### config.mk
export PLATFORM = sky130hd
export DESIGN_NAME = smbt_cfg_target
export DESIGN_NICKNAME = d
export VERILOG_FILES = /design/src/rtl/smbt_pkg.sv /design/src/rtl/smbt_sync.sv /design/src/rtl/smbt_regbank.sv /design/src/rtl/smbt_engine.sv /design/src/rtl/smbt_cfg_target.sv
export SDC_FILE = /design/constraint.sdc
export NUM_CORES = 1
export LEC_CHECK = 0
export ABC_AREA = 1
export CORE_AREA = 5 5 144 160
export DETAILED_ROUTE_END_ITERATION = 6
export DIE_AREA = 0 0 149 165
export SYNTH_ARGS = -nofsm -noshare
export SYNTH_HDL_FRONTEND = slang
export SYNTH_HIERARCHICAL = 1
export SYNTH_SLANG_ARGS = --single-unit
### constraint.sdc
create_clock -name clk -period 3.5 [get_ports clk]
set_clock_uncertainty 0.15 [all_clocks]
set_input_delay 0.7 -clock clk [delete_from_list [all_inputs] [get_ports clk]]
set_output_delay 0.7 -clock clk [all_outputs]
set_load 0.005 [all_outputs]
### src/rtl/smbt_pkg.sv
// Package with the shared types of the two-wire configuration target.
// Assumes: the engine module uses these types for its state and phase registers.
package smbt_pkg;

    // Bit-level state of the target
    typedef enum logic [2:0] {
        ST_IDLE,   // waiting for a start condition
        ST_RX,     // shifting in a byte from the host
        ST_ACK,    // pulling the data line low in the 9th clock
        ST_TX,     // shifting a byte out to the host
        ST_MACK,   // released, waiting for the host acknowledge
        ST_SKIP    // released until the next start or stop
    } st_e;

    // Meaning of the byte now being received
    typedef enum logic [1:0] {
        PH_ADDR,
        PH_CMD,
        PH_COUNT,
        PH_DATA
    } ph_e;

endpackage

### src/rtl/smbt_sync.sv
// Synchronizes the bus clock and data lines into the system clock domain and
// derives clock edges and start/stop conditions from them.
// Assumes: the bus clock phases are several system clocks long; the idle bus is high.
module smbt_sync #(
    parameter int STAGES = 2
) (
    input  logic clk,
    input  logic rst_n,
    input  logic scl_i,
    input  logic sda_i,
    output logic scl_s,
    output logic sda_s,
    output logic scl_rise,
    output logic scl_fall,
    output logic start_ev,
    output logic stop_ev
);
    logic [STAGES-1:0] scl_pipe;
    logic [STAGES-1:0] sda_pipe;
    logic              scl_d;
    logic              sda_d;

    // Synchronizer chains plus one stage of history for edge detection
    always_ff @(posedge clk) begin
        if (!rst_n) begin
            scl_pipe <= '1;
            sda_pipe <= '1;
            scl_d    <= 1'b1;
            sda_d    <= 1'b1;
        end else begin
            scl_pipe[0] <= scl_i;
            sda_pipe[0] <= sda_i;
            for (int k = 1; k < STAGES; k++) begin
                scl_pipe[k] <= scl_pipe[k-1];
                sda_pipe[k] <= sda_pipe[k-1];
            end
            scl_d <= scl_pipe[STAGES-1];
            sda_d <= sda_pipe[STAGES-1];
        end
    end

    assign scl_s = scl_pipe[STAGES-1];
    assign sda_s = sda_pipe[STAGES-1];

    // Edge and condition decode
    always_comb begin
        scl_rise = scl_s & ~scl_d;
        scl_fall = ~scl_s & scl_d;
        start_ev = scl_s & scl_d & sda_d & ~sda_s;
        stop_ev  = scl_s & scl_d & ~sda_d & sda_s;
    end

    AST_EVENTS_EXCLUSIVE: assert property (@(posedge clk) disable iff (!rst_n)
        $countones({scl_rise, scl_fall, start_ev, stop_ev}) <= 1);

endmodule

### src/rtl/smbt_regbank.sv
// Configuration register bank with reset defaults, one write port and one read port.
// Assumes: offsets at or beyond DEPTH are not backed, so they read as zero and
// writes to them are dropped.
module smbt_regbank #(
    parameter int         DEPTH = 8,
    parameter logic [7:0] SEED  = 8'h5A,
    parameter logic [7:0] STEP  = 8'h11
) (
    input  logic               clk,
    input  logic               rst_n,
    input  logic               wr_en,
    input  logic [6:0]         wr_off,
    input  logic [7:0]         wr_data,
    input  logic [6:0]         rd_off,
    output logic [7:0]         rd_data,
    output logic [8*DEPTH-1:0] cfg_q
);
    logic [7:0] regs [DEPTH];

    for (genvar i = 0; i < DEPTH; i++) begin : g_reg
        localparam logic [7:0] INIT = SEED + 8'(i * int'(STEP));
        // One storage byte: load its default at reset, else take a matching write
        always_ff @(posedge clk) begin
            if (!rst_n)
                regs[i] <= INIT;
            else if (wr_en && wr_off == 7'(i))
                regs[i] <= wr_data;
        end
        assign cfg_q[8*i +: 8] = regs[i];
    end

    // Read mux that returns zero for unbacked offsets
    always_comb begin
        rd_data = 8'h00;
        for (int k = 0; k < DEPTH; k++)
            if (rd_off == 7'(k)) rd_data = regs[k];
    end

    AST_OOR_WRITE_DROPPED: assert property (@(posedge clk) disable iff (!rst_n)
        (wr_en && int'(wr_off) >= DEPTH) |=> $stable(cfg_q));

endmodule

### src/rtl/smbt_engine.sv
// Protocol engine of the two-wire target. It decodes the address, command,
// count and data bytes, drives acknowledges and read data, and generates the
// register-bank accesses.
// Assumes: the input events come from smbt_sync, at most one per cycle.
module smbt_engine
    import smbt_pkg::*;
#(
    parameter logic [6:0] DEV_ADDR = 7'h69,
    parameter int         DEPTH    = 8
) (
    input  logic       clk,
    input  logic       rst_n,
    input  logic       scl_s,
    input  logic       sda_s,
    input  logic       scl_rise,
    input  logic       scl_fall,
    input  logic       start_ev,
    input  logic       stop_ev,
    output logic       sda_oe,
    output logic       wr_en,
    output logic [6:0] wr_off,
    output logic [7:0] wr_data,
    output logic [6:0] rd_off,
    input  logic [7:0] rd_data
);
    localparam logic [7:0] BLK_COUNT = 8'(DEPTH);

    st_e        st;
    ph_e        ph;
    logic [3:0] bit_cnt;
    logic [7:0] shreg;
    logic       rd_mode;
    logic       blk;
    logic [6:0] cmd_off;
    logic [6:0] ptr;
    logic [7:0] remain;
    logic       cnt_pend;
    logic       mnack;
    logic       byte_done;

    // A received byte is complete at the falling edge after its 8th bit
    assign byte_done = (st == ST_RX) && scl_fall && (bit_cnt == 4'd8);

    // Write strobe to the bank for an accepted data byte
    always_comb begin
        wr_en   = byte_done && (ph == PH_DATA) && (remain != 8'd0);
        wr_off  = ptr;
        wr_data = shreg;
        rd_off  = ptr;
    end

    // Data line drive: a low acknowledge, or a zero bit during transmit
    always_comb begin
        sda_oe = (st == ST_ACK) || ((st == ST_TX) && !shreg[7]);
    end

    // Main state machine, advanced by bus events
    always_ff @(posedge clk) begin
        if (!rst_n) begin
            st       <= ST_IDLE;
            ph       <= PH_ADDR;
            bit_cnt  <= 4'd0;
            shreg    <= 8'h00;
            rd_mode  <= 1'b0;
            blk      <= 1'b0;
            cmd_off  <= 7'd0;
            ptr      <= 7'd0;
            remain   <= 8'd0;
            cnt_pend <= 1'b0;
            mnack    <= 1'b0;
        end else if (start_ev) begin
            st      <= ST_RX;
            ph      <= PH_ADDR;
            bit_cnt <= 4'd0;
            rd_mode <= 1'b0;
        end else if (stop_ev) begin
            st <= ST_IDLE;
        end else begin
            case (st)
                ST_RX: begin
                    if (scl_rise && bit_cnt != 4'd8) begin
                        shreg   <= {shreg[6:0], sda_s};
                        bit_cnt <= bit_cnt + 4'd1;
                    end else if (byte_done) begin
                        case (ph)
                            PH_ADDR: begin
                                if (shreg[7:1] == DEV_ADDR) begin
                                    st      <= ST_ACK;
                                    rd_mode <= shreg[0];
                                    if (shreg[0]) begin
                                        ptr      <= blk ? 7'd0 : cmd_off;
                                        cnt_pend <= blk;
                                    end else begin
                                        ph <= PH_CMD;
                                    end
                                end else begin
                                    st <= ST_SKIP;
                                end
                            end
                            PH_CMD: begin
                                blk     <= ~shreg[7];
                                cmd_off <= shreg[7] ? shreg[6:0] : 7'd0;
                                ptr     <= shreg[7] ? shreg[6:0] : 7'd0;
                                remain  <= shreg[7] ? 8'd1 : 8'd0;
                                ph      <= shreg[7] ? PH_DATA : PH_COUNT;
                                st      <= ST_ACK;
                            end
                            PH_COUNT: begin
                                remain <= shreg;
                                ph     <= PH_DATA;
                                st     <= ST_ACK;
                            end
                            default: begin
                                if (remain != 8'd0) begin
                                    ptr    <= ptr + 7'd1;
                                    remain <= remain - 8'd1;
                                    st     <= ST_ACK;
                                end else begin
                                    st <= ST_SKIP;
                                end
                            end
                        endcase
                    end
                end
                ST_ACK: begin
                    if (scl_fall) begin
                        bit_cnt <= 4'd0;
                        if (rd_mode) begin
                            st <= ST_TX;
                            if (cnt_pend) begin
                                shreg    <= BLK_COUNT;
                                cnt_pend <= 1'b0;
                            end else begin
                                shreg <= rd_data;
                                ptr   <= ptr + 7'd1;
                            end
                        end else begin
                            st <= ST_RX;
                        end
                    end
                end
                ST_TX: begin
                    if (scl_fall) begin
                        if (bit_cnt == 4'd7) begin
                            st <= ST_MACK;
                        end else begin
                            shreg   <= {shreg[6:0], 1'b0};
                            bit_cnt <= bit_cnt + 4'd1;
                        end
                    end
                end
                ST_MACK: begin
                    if (scl_rise) begin
                        mnack <= sda_s;
                    end else if (scl_fall) begin
                        bit_cnt <= 4'd0;
                        if (mnack) begin
                            st <= ST_SKIP;
                        end else begin
                            st    <= ST_TX;
                            shreg <= rd_data;
                            ptr   <= ptr + 7'd1;
                        end
                    end
                end
                default: ;
            endcase
        end
    end

    AST_QUIET_WHEN_UNADDRESSED: assert property (@(posedge clk) disable iff (!rst_n)
        (st == ST_IDLE || st == ST_SKIP) |-> !sda_oe);
    AST_SDA_HOLD_SCL_HIGH: assert property (@(posedge clk) disable iff (!rst_n)
        ($past(scl_s) && !$past(start_ev) && !$past(stop_ev)) |-> $stable(sda_oe));
    AST_COUNT_DECREMENT: assert property (@(posedge clk) disable iff (!rst_n)
        wr_en |=> (remain == $past(remain) - 8'd1));
    AST_PTR_ADVANCE: assert property (@(posedge clk) disable iff (!rst_n)
        wr_en |=> (ptr == $past(ptr) + 7'd1));
    AST_NO_WRITE_ON_CONDITION: assert property (@(posedge clk) disable iff (!rst_n)
        (start_ev || stop_ev) |-> !wr_en);
    AST_RELEASE_FOR_HOST_ACK: assert property (@(posedge clk) disable iff (!rst_n)
        (st == ST_MACK) |-> !sda_oe);

endmodule

### src/rtl/smbt_cfg_target.sv
// Top of the two-wire configuration target: input synchronizer, protocol
// engine and register bank.
// Assumes: the SDA pad is open drain, so sda_oe high pulls the line low.
module smbt_cfg_target #(
    parameter logic [6:0] DEV_ADDR    = 7'h69,
    parameter int         DEPTH       = 8,
    parameter int         SYNC_STAGES = 2,
    parameter logic [7:0] DFLT_SEED   = 8'h5A,
    parameter logic [7:0] DFLT_STEP   = 8'h11
) (
    input  logic               clk,
    input  logic               rst_n,
    input  logic               scl_i,
    input  logic               sda_i,
    output logic               sda_oe,
    output logic [8*DEPTH-1:0] cfg_q
);
    logic       scl_s;
    logic       sda_s;
    logic       scl_rise;
    logic       scl_fall;
    logic       start_ev;
    logic       stop_ev;
    logic       wr_en;
    logic [6:0] wr_off;
    logic [7:0] wr_data;
    logic [6:0] rd_off;
    logic [7:0] rd_data;

    smbt_sync #(.STAGES(SYNC_STAGES)) u_sync (
        .clk      (clk),
        .rst_n    (rst_n),
        .scl_i    (scl_i),
        .sda_i    (sda_i),
        .scl_s    (scl_s),
        .sda_s    (sda_s),
        .scl_rise (scl_rise),
        .scl_fall (scl_fall),
        .start_ev (start_ev),
        .stop_ev  (stop_ev)
    );

    smbt_engine #(.DEV_ADDR(DEV_ADDR), .DEPTH(DEPTH)) u_eng (
        .clk      (clk),
        .rst_n    (rst_n),
        .scl_s    (scl_s),
        .sda_s    (sda_s),
        .scl_rise (scl_rise),
        .scl_fall (scl_fall),
        .start_ev (start_ev),
        .stop_ev  (stop_ev),
        .sda_oe   (sda_oe),
        .wr_en    (wr_en),
        .wr_off   (wr_off),
        .wr_data  (wr_data),
        .rd_off   (rd_off),
        .rd_data  (rd_data)
    );

    smbt_regbank #(.DEPTH(DEPTH), .SEED(DFLT_SEED), .STEP(DFLT_STEP)) u_bank (
        .clk     (clk),
        .rst_n   (rst_n),
        .wr_en   (wr_en),
        .wr_off  (wr_off),
        .wr_data (wr_data),
        .rd_off  (rd_off),
        .rd_data (rd_data),
        .cfg_q   (cfg_q)
    );

endmodule

## After elaboration in Yosys (flattened, before gate mapping)

Memories as Yosys holds them, arrays and structs flattened.
Cells that the tools add are included.

| cells by class | value |
|---|---|
| $add $sub $neg | 3 |
| reduce and logical (&&, ||, !) cells | 39 |
| mux-type cells | 102 |
| bitwise operators | 25 |
| equality and inequality tests | 46 |

Operators by type and width:

| cell | number |
|---|---|
| $mux 8 | 26 |
| $mux 7 | 13 |
| $pmux 7 s3 | 2 |
| $mux 1 | 36 |
| $pmux 8 s4 | 1 |
| $mux 3 | 10 |
| $eq 7x3->1 const B | 4 |
| $pmux 8 s3 | 1 |
| $ne 2x2->1 const B | 11 |
| $mux 4 | 5 |
| $ne 4x4->1 const B | 5 |
| $reduce_and 6->1 | 3 |
| $ne 4x3->1 const B | 4 |
| $pmux 4 s4 | 1 |
| $reduce_and 8->1 | 2 |
| $reduce_and 15->1 | 1 |
| $eq 7x2->1 const B | 2 |
| $logic_and 1x1->1 | 14 |
| $ne 2x1->1 const B | 7 |
| $reduce_and 7->1 | 2 |
| $pmux 3 s4 | 1 |
| $reduce_and 11->1 | 1 |
| $not 1->1 | 10 |
| $reduce_and 10->1 | 1 |
| other kinds (32) | 52 |

| word-level totals | value |
|---|---|
| word-level logic and storage cells | 232 |
| memories kept | 1 |
| output and inout bits | 65 |
| flip-flop bits (word level) | 49 |
| memory bits (writable) | 64 |

Memory list:

| memory | words | bits a word | rd ports | clocked after memory_dff | wr ports | RTL line | text |
|---|---|---|---|---|---|---|---|
| u_bank.regs | 8 | 8 | 8 | 0 | 8 | smbt_regbank.sv:18 | `logic [7:0] regs [DEPTH];` |

## Depth between registers and ports, before layout

Gate-level depths: netlist of run 1.

| logic depth | value |
|---|---|
| word-level depth | 13 |
| gate-level depth with buffers | 12 |
| depth with buffers taken out | 12 |

## By module

Netlist of run 1, hierarchy kept.

By module, submodules not included:

| module | cells each | area each (um^2) | sequential area each (um^2) | times used |
|---|---|---|---|---|
| smbt_engine | 497 | 3,108.0 | 860.8 | 1 |
| smbt_regbank | 306 | 2,961.6 | 1,921.8 | 1 |
| smbt_sync | 27 | 198.9 | 120.1 | 1 |

## Worst setup path before layout of run 1

OpenSTA, ideal clock, no wires.

| timing path | value |
|---|---|
| path type | register -> register |
| start point | register u_eng.bit_cnt[0] |
| end point | memory u_bank.regs[3][0], in the netlist u_bank/regs[0][24], data pin |
| cell stages (with the launch flop) | 12 |
| setup slack | 1,352 ps |
| arrival | 1,740 ps |
| library setup time | 258 ps |
| cells stage by stage | dfxtp_1 -> inv_1 -> ha_1 -> nand4_1 -> nor2_2 -> nand2_1 -> nor2_1 -> inv_1 -> nor4_4 -> nand3_1 -> inv_1 -> nand2_1 |

RTL lines:

| what | RTL line | text |
|---|---|---|
| from (decl) | smbt_engine.sv:30 | `logic [3:0] bit_cnt;` |
| from (signal assigned) | smbt_engine.sv:83 | `bit_cnt <= bit_cnt + 4'd1;` |
| from (signal assigned) | smbt_engine.sv:148 | `bit_cnt <= bit_cnt + 4'd1;` |
| to (decl) | smbt_regbank.sv:18 |  |

==> flow_summary.ini, run 1 <==
[outcome]
status = finished, final reports clean

[route]
drc = 0
vias = 5710
routed_wl_um = 18600
routedWlPerCell_um = 15.5
vias_per_cell = 4.75
drt_iter0_drc = 553
dr.pass1.iters = 5
antenna_left = 0

[setup_path]
crit_buf_inv = 3
cp_max_fo = 8
critical_path_class = register to register
crit_path_end_kind = register
crit_chain = inv_1 > ha_1 > nand4_1 > nor2_2 > nand2_1 > nor2_1 > inv_1 > nor4_4 > nand3_1 > inv_1 > nand2_1
slowest_stage = nor4_4
required_ps = 3500
r2r_setup_slack_ps = 780
critPathLaunchType = register
reg2reg_depth = 11
r2r-end = u_bank/regs[0][1]
cp_slowest_stage_delay_ps = 450
critical-path-top-delay-family = simple AND/OR/NAND/NOR gates
arrival_ps = 2720
rr_startpoint = u_eng/bit_cnt[0]
worst_path_most_repeated_cell = inv_1

[sta]
drv_slew = 0
finalHoldViolations = 0
setup_violations = 0
setup_tns_ps = 0
max_freq_mhz = 367
post-route-period-util = 0.778
finalCriticalPeriod_ps = 2720
slew_headroom = 0.474
rsz0062_at_grt = no
worst_pin_slew_ps = 786
holdWs_ps = 255

[place]
placed_area_um2 = 7210
port-buffer-count = 68
place_congestion = 0.896
place_hpwl_um = 14000

[pwr]
total_power_mw = 4.49
vdd_drop_max_uv = 287
p_per_area_nw_per_um2 = 575
leakagePower_nw = 2.95

[global_routing]
use_met1 = 0.196
grt_max_degree = 20
grt-ovfl-total = 0
grt_use_met2 = 0.263
grt_pass1_wl_um = 29600
grt_usage = 0.154
grt_use_met3 = 0.0272
grt_pass1_vias = 5442
busiest_layer = met2
antenna_found_initial = 0

[yosys]
avgSynthCellArea_um2 = 7.55
synth.largest_area_cell = edfxtp_1
yosys_warnings = 6
synthTopCellsByCount = 207 x nand2_1, 142 x nor2_1, 104 x inv_1, 64 x edfxtp_1, 63 x nand3_1
ys_top_cells_by_area = edfxtp_1 31%, dfxtp_1 16%, nand2_1 12%
ys_types = 40
synth_cells = 830
synth_top_area_share = 0.307
synth_top_flop_cell = edfxtp_1
synth_area_um2 = 6270
synth.net_count = 843
async_reset_ff_frac = 0
synth-seq-cells = 113
synth_edf_count = 64
synth_most_common_cell = nand2_1
seq_area_frac_synth = 0.463

[die]
fp.dieH_um = 165
io_pins = 69
coreArea_um2 = 21200
die_area_um2 = 24600
die_w_um = 149
rows = 56
start_util = 0.296

[finish]
area_delta_synth_final_pct = 24.5
finish.utilization = 0.369
final_nets = 913
drive_gt1_frac = 0.0821
diodes = 0
postLayoutCellArea_um2 = 7800

[clock_network]
clk_pin_slew_ps = 60
htreeDepth = 4
cts_setup_buffers = 0
clock-root-buffer = clkbuf_16
clock_sinks = 113
clock_path_buffers = 2
cts_tree = built
numCtsBuffers = 17
holdBufCountCts = 0
cts-resized-gates = 0
insertion_delay_ps = 420

[worst_hold_path]
min_from = u_sync/scl_pipe[0]
hold_class = register to register
hold_end = u_sync/scl_pipe[1]
worstHoldPathCells = 2

[flow_run]
maxCapViolCount = 0
state kept, by name (all words and copies together), names as in the netlist:
register and flops:
u_eng/cnt_pend 1, u_sync/scl_pipe 2, u_eng/wr_data 8, u_sync/scl_d 1
u_sync/sda_pipe 2, u_bank/regs 64, u_eng/cmd_off 7, u_eng/mnack 1
u_eng/remain 8, u_eng/bit_cnt 4, u_eng/rd_mode 1, u_eng/ph 2
u_eng/st 3, u_eng/rd_off 7, u_sync/sda_d 1, u_eng/blk 1
worst reg2reg max path, stage by stage (launching register included):
cell,delay (ps)
dfxtp_1,330
inv_1,90
ha_1,170
nand4_1,160
nor2_2,170
nand2_1,70
nor2_1,210
inv_1,110
nor4_4,450
nand3_1,280
inv_1,180
nand2_1,80
metal layers:
metal / vias up / routed length, um
li1: 2832 / -
met1: 2647 / 8180
met2: 205 / 9080
met3: 26 / 961
met4: 0 / 410
met5: - / 0
report_power, final:
group | switching [mW] | total [mW] | internal, mW
Sequential | 0.0923 | 1.56 | 1.47
Clock | 0.626 | 1.73 | 1.11
Combinational | 0.854 | 1.19 | 0.338
Total | 1.57 | 4.49 | 2.91
final cells by class:
class                           instances  area, um^2
Timing Repair Buffer                   72         711
Fill cell                            2282       13400
Tap cell                              290         363
Sequential cell                       113        2900
Clock buffer                           17         425
Clock inverter                         15         169
Inverter                              112         423
Multi-Input combinational cell        584        2810
layout by cell type, fill, tap and decap left out, types with 3 or more instances in the layout:
cell and instances:
nand4_1 27, nor2_4 6, clkbuf_16 17, dfxtp_1 49
clkdlybuf4s50_1 68, inv_2 5, edfxtp_1 64, bufinv_16 3
inv_1 104, xor2_1 5, clkinv_2 4, nor2_2 5
buf_4 4, nand2_1 207, nor2_1 142, o22ai_1 7
nand2_4 3, ha_1 9, nor3_1 7, nand3_2 5
o21ai_1 8, clkinv_1 3, o21ai_0 29, a21oi_1 35
nand2_2 8, clkinvlp_4 7, nand3_1 63
cell families after synthesis:
| kind of cell | Yosys count | share of synthesized area |
|---|---|---|
| fa+ha+maj | 9 | 0.0180 |
| xor+xnor | 5 | 0.00699 |
| simple gates | 482 | 0.345 |
| compound gates | 88 | 0.0782 |
| flops | 113 | 0.463 |
| buf+inv | 133 | 0.0886 |
metrics by stage:
step / worst slack (ps) / cells
2_1_floorplan: 1350 / 830
3_3_place_gp: 718 / 1171
3_5_place_dp: 698 / 1171
4_1_cts: 762 / 1203
5_1_grt: 565 / 1203
6_report: 779 / 1203
how the worst max path moves through the flow:
| stage | cells past startpoint | slack (ps) | end | from |
|---|---|---|---|---|
| 5_1_grt | 11 | 570 | u_bank/regs[0][26] | u_eng/bit_cnt[0] |
| 2_1_floorplan | 11 | 1350 | u_bank/regs[0][24] | u_eng/bit_cnt[0] |
| 4_1_cts | 11 | 760 | u_bank/regs[0][1] | u_eng/bit_cnt[0] |
| 6_report | 11 | 780 | u_bank/regs[0][1] | u_eng/bit_cnt[0] |
| 3_3_place_gp | 5 | 720 | u_bank/regs[0][4] | rst_n |
| 3_5_place_dp | 5 | 700 | u_bank/regs[0][26] | rst_n |
Note: power is estimated with default switching activity, not from simulation.
==> run 2: changes to the inputs <==
clock period = 2.7 ns   (was 3.5 ns; I/O delays follow)
==> flow_summary.ini, run 2 (synthesis gave the netlist of run 1 again) <==
[sta]
finalHoldViolations = 0
post-route-period-util = 0.932
worst_pin_slew_ps = 699
slew_headroom = 0.534
max_freq_mhz = 398
setup_violations = 0
rsz0062_at_grt = no
setup_tns_ps = 0
drv_slew = 0
finalCriticalPeriod_ps = 2520

[place]
place_hpwl_um = 14000
place_congestion = 0.900
port-buffer-count = 68
placed_area_um2 = 7300

[finish]
postLayoutCellArea_um2 = 7890
finish.utilization = 0.373
final_nets = 923
final_cell_mix = 207 x nand2_1, 142 x nor2_1, 104 x inv_1
area_delta_synth_final_pct = 25.9
diodes = 0
final_common_cell = nand2_1
top_register = u_bank/regs
drive_gt1_frac = 0.0943
largest_reg_flops = 64

[clock_network]
insertion_delay_ps = 420
htreeDepth = 4
clock-root-buffer = clkbuf_16
clock_sinks = 113
cts_setup_buffers = 0
clk_pin_slew_ps = 60
clock_path_buffers = 2
holdBufCountCts = 0
cts-resized-gates = 0
cts_tree = built
numCtsBuffers = 17

[route]
dr.pass1.iters = 5
vias_per_cell = 4.70
antenna_left = 0
drt_iter0_drc = 550
drc = 0
routed_wl_um = 18600
routedWlPerCell_um = 15.4
vias = 5707

[setup_path]
reg2reg_depth = 10
arrival_ps = 2450
rr_startpoint = u_eng/bit_cnt[0]
r2r_setup_slack_ps = 180
crit_chain = inv_1 > ha_1 > nand4_1 > nor2_2 > nand2_1 > nor2_1 > nand2_1 > nor3_2 > nand2_1 > nand2_1
r2r-end = u_bank/regs[1][14]
crit_path_start = u_eng/bit_cnt[0]
critPathLaunchType = register
crit_path_end = u_bank/regs[1][14]
required_ps = 2630
worst_path_most_repeated_cell = nand2_1
slowest_stage = dfxtp_1
critical_path_class = register to register
crit_path_end_kind = register
cp_max_fo = 8
cp_slowest_stage_delay_ps = 330

[die]
die_w_um = 149
rows = 56
coreArea_um2 = 21200
fp.dieH_um = 165
io_pins = 69
start_util = 0.296
die_area_um2 = 24600

[global_routing]
grt_usage = 0.155
grt_max_degree = 33
grt-ovfl-total = 0
antenna_found_initial = 0
grt_pass1_vias = 5498
grt_pass1_wl_um = 29400

[pwr]
p_per_area_nw_per_um2 = 740
total_power_mw = 5.84
leakagePower_nw = 3.02
vdd_drop_max_uv = 436

[worst_hold_path]
hold_class = register to register

[outcome]
status = finished, final reports clean

[flow_run]
maxCapViolCount = 0
-- run 2: worst min path at each step --
stage                                   from                 end  slack (ps)  cells past startpoint
after floorplan           u_sync/scl_pipe[0]  u_sync/scl_pipe[1]         230                      2
after global placement    u_sync/sda_pipe[0]  u_sync/sda_pipe[1]         240                      2
after detailed placement  u_sync/sda_pipe[0]  u_sync/sda_pipe[1]         240                      2
after CTS                 u_sync/sda_pipe[0]  u_sync/sda_pipe[1]         260                      2
after global routing      u_sync/sda_pipe[0]  u_sync/sda_pipe[1]         280                      2
final                     u_sync/sda_pipe[0]  u_sync/sda_pipe[1]         250                      2
-- run 2: power breakdown --
| part | total (mW) | internal (mW) | switching (mW) |
|---|---|---|---|
| registers | 2.01 | 1.90 | 0.108 |
| clock network | 2.27 | 1.38 | 0.883 |
| logic | 1.56 | 0.447 | 1.12 |
| total | 5.84 | 3.73 | 2.11 |
-- run 2: metrics by stage --
stage          hold slack (ps)  setup slack, ps  instances
2_1_floorplan              230              552        830
3_3_place_gp               238              193       1181
3_5_place_dp               243              177       1181
4_1_cts                    257              167       1213
5_1_grt                    281             31.3       1213
6_report                   252              185       1213
-- run 2: metal layers --
layer	wire, um	track usage
met1	8270	0.193
met2	9030	0.260
met3	901	0.0299
met4	430	0.0670
met5	0	0
-- run 2: worst max-delay path, delay by kind of cell (launching register included) --
family	cells	cell delay (ps)
flip-flops	1	330
AND/OR/NAND/NOR	8	1460
adder cells (fa/ha/maj)	1	160
buffers and inverters	1	80
-- run 2: cell type report --
class,count,area [um^2]
fillers,2233,13300
flip-flops and latches,113,2900
multi-input cells,584,2810
repair buffers,82,798
clock buffers,17,425
inverters,112,423
well taps,290,363
clock inverters,15,169
==> run 3: changes to the inputs <==
CTS_CLUSTER_DIAMETER = 60   (was unset)
==> results of run 3 <==
No change in the layout: final DEF, timing and power equal those of run 2.
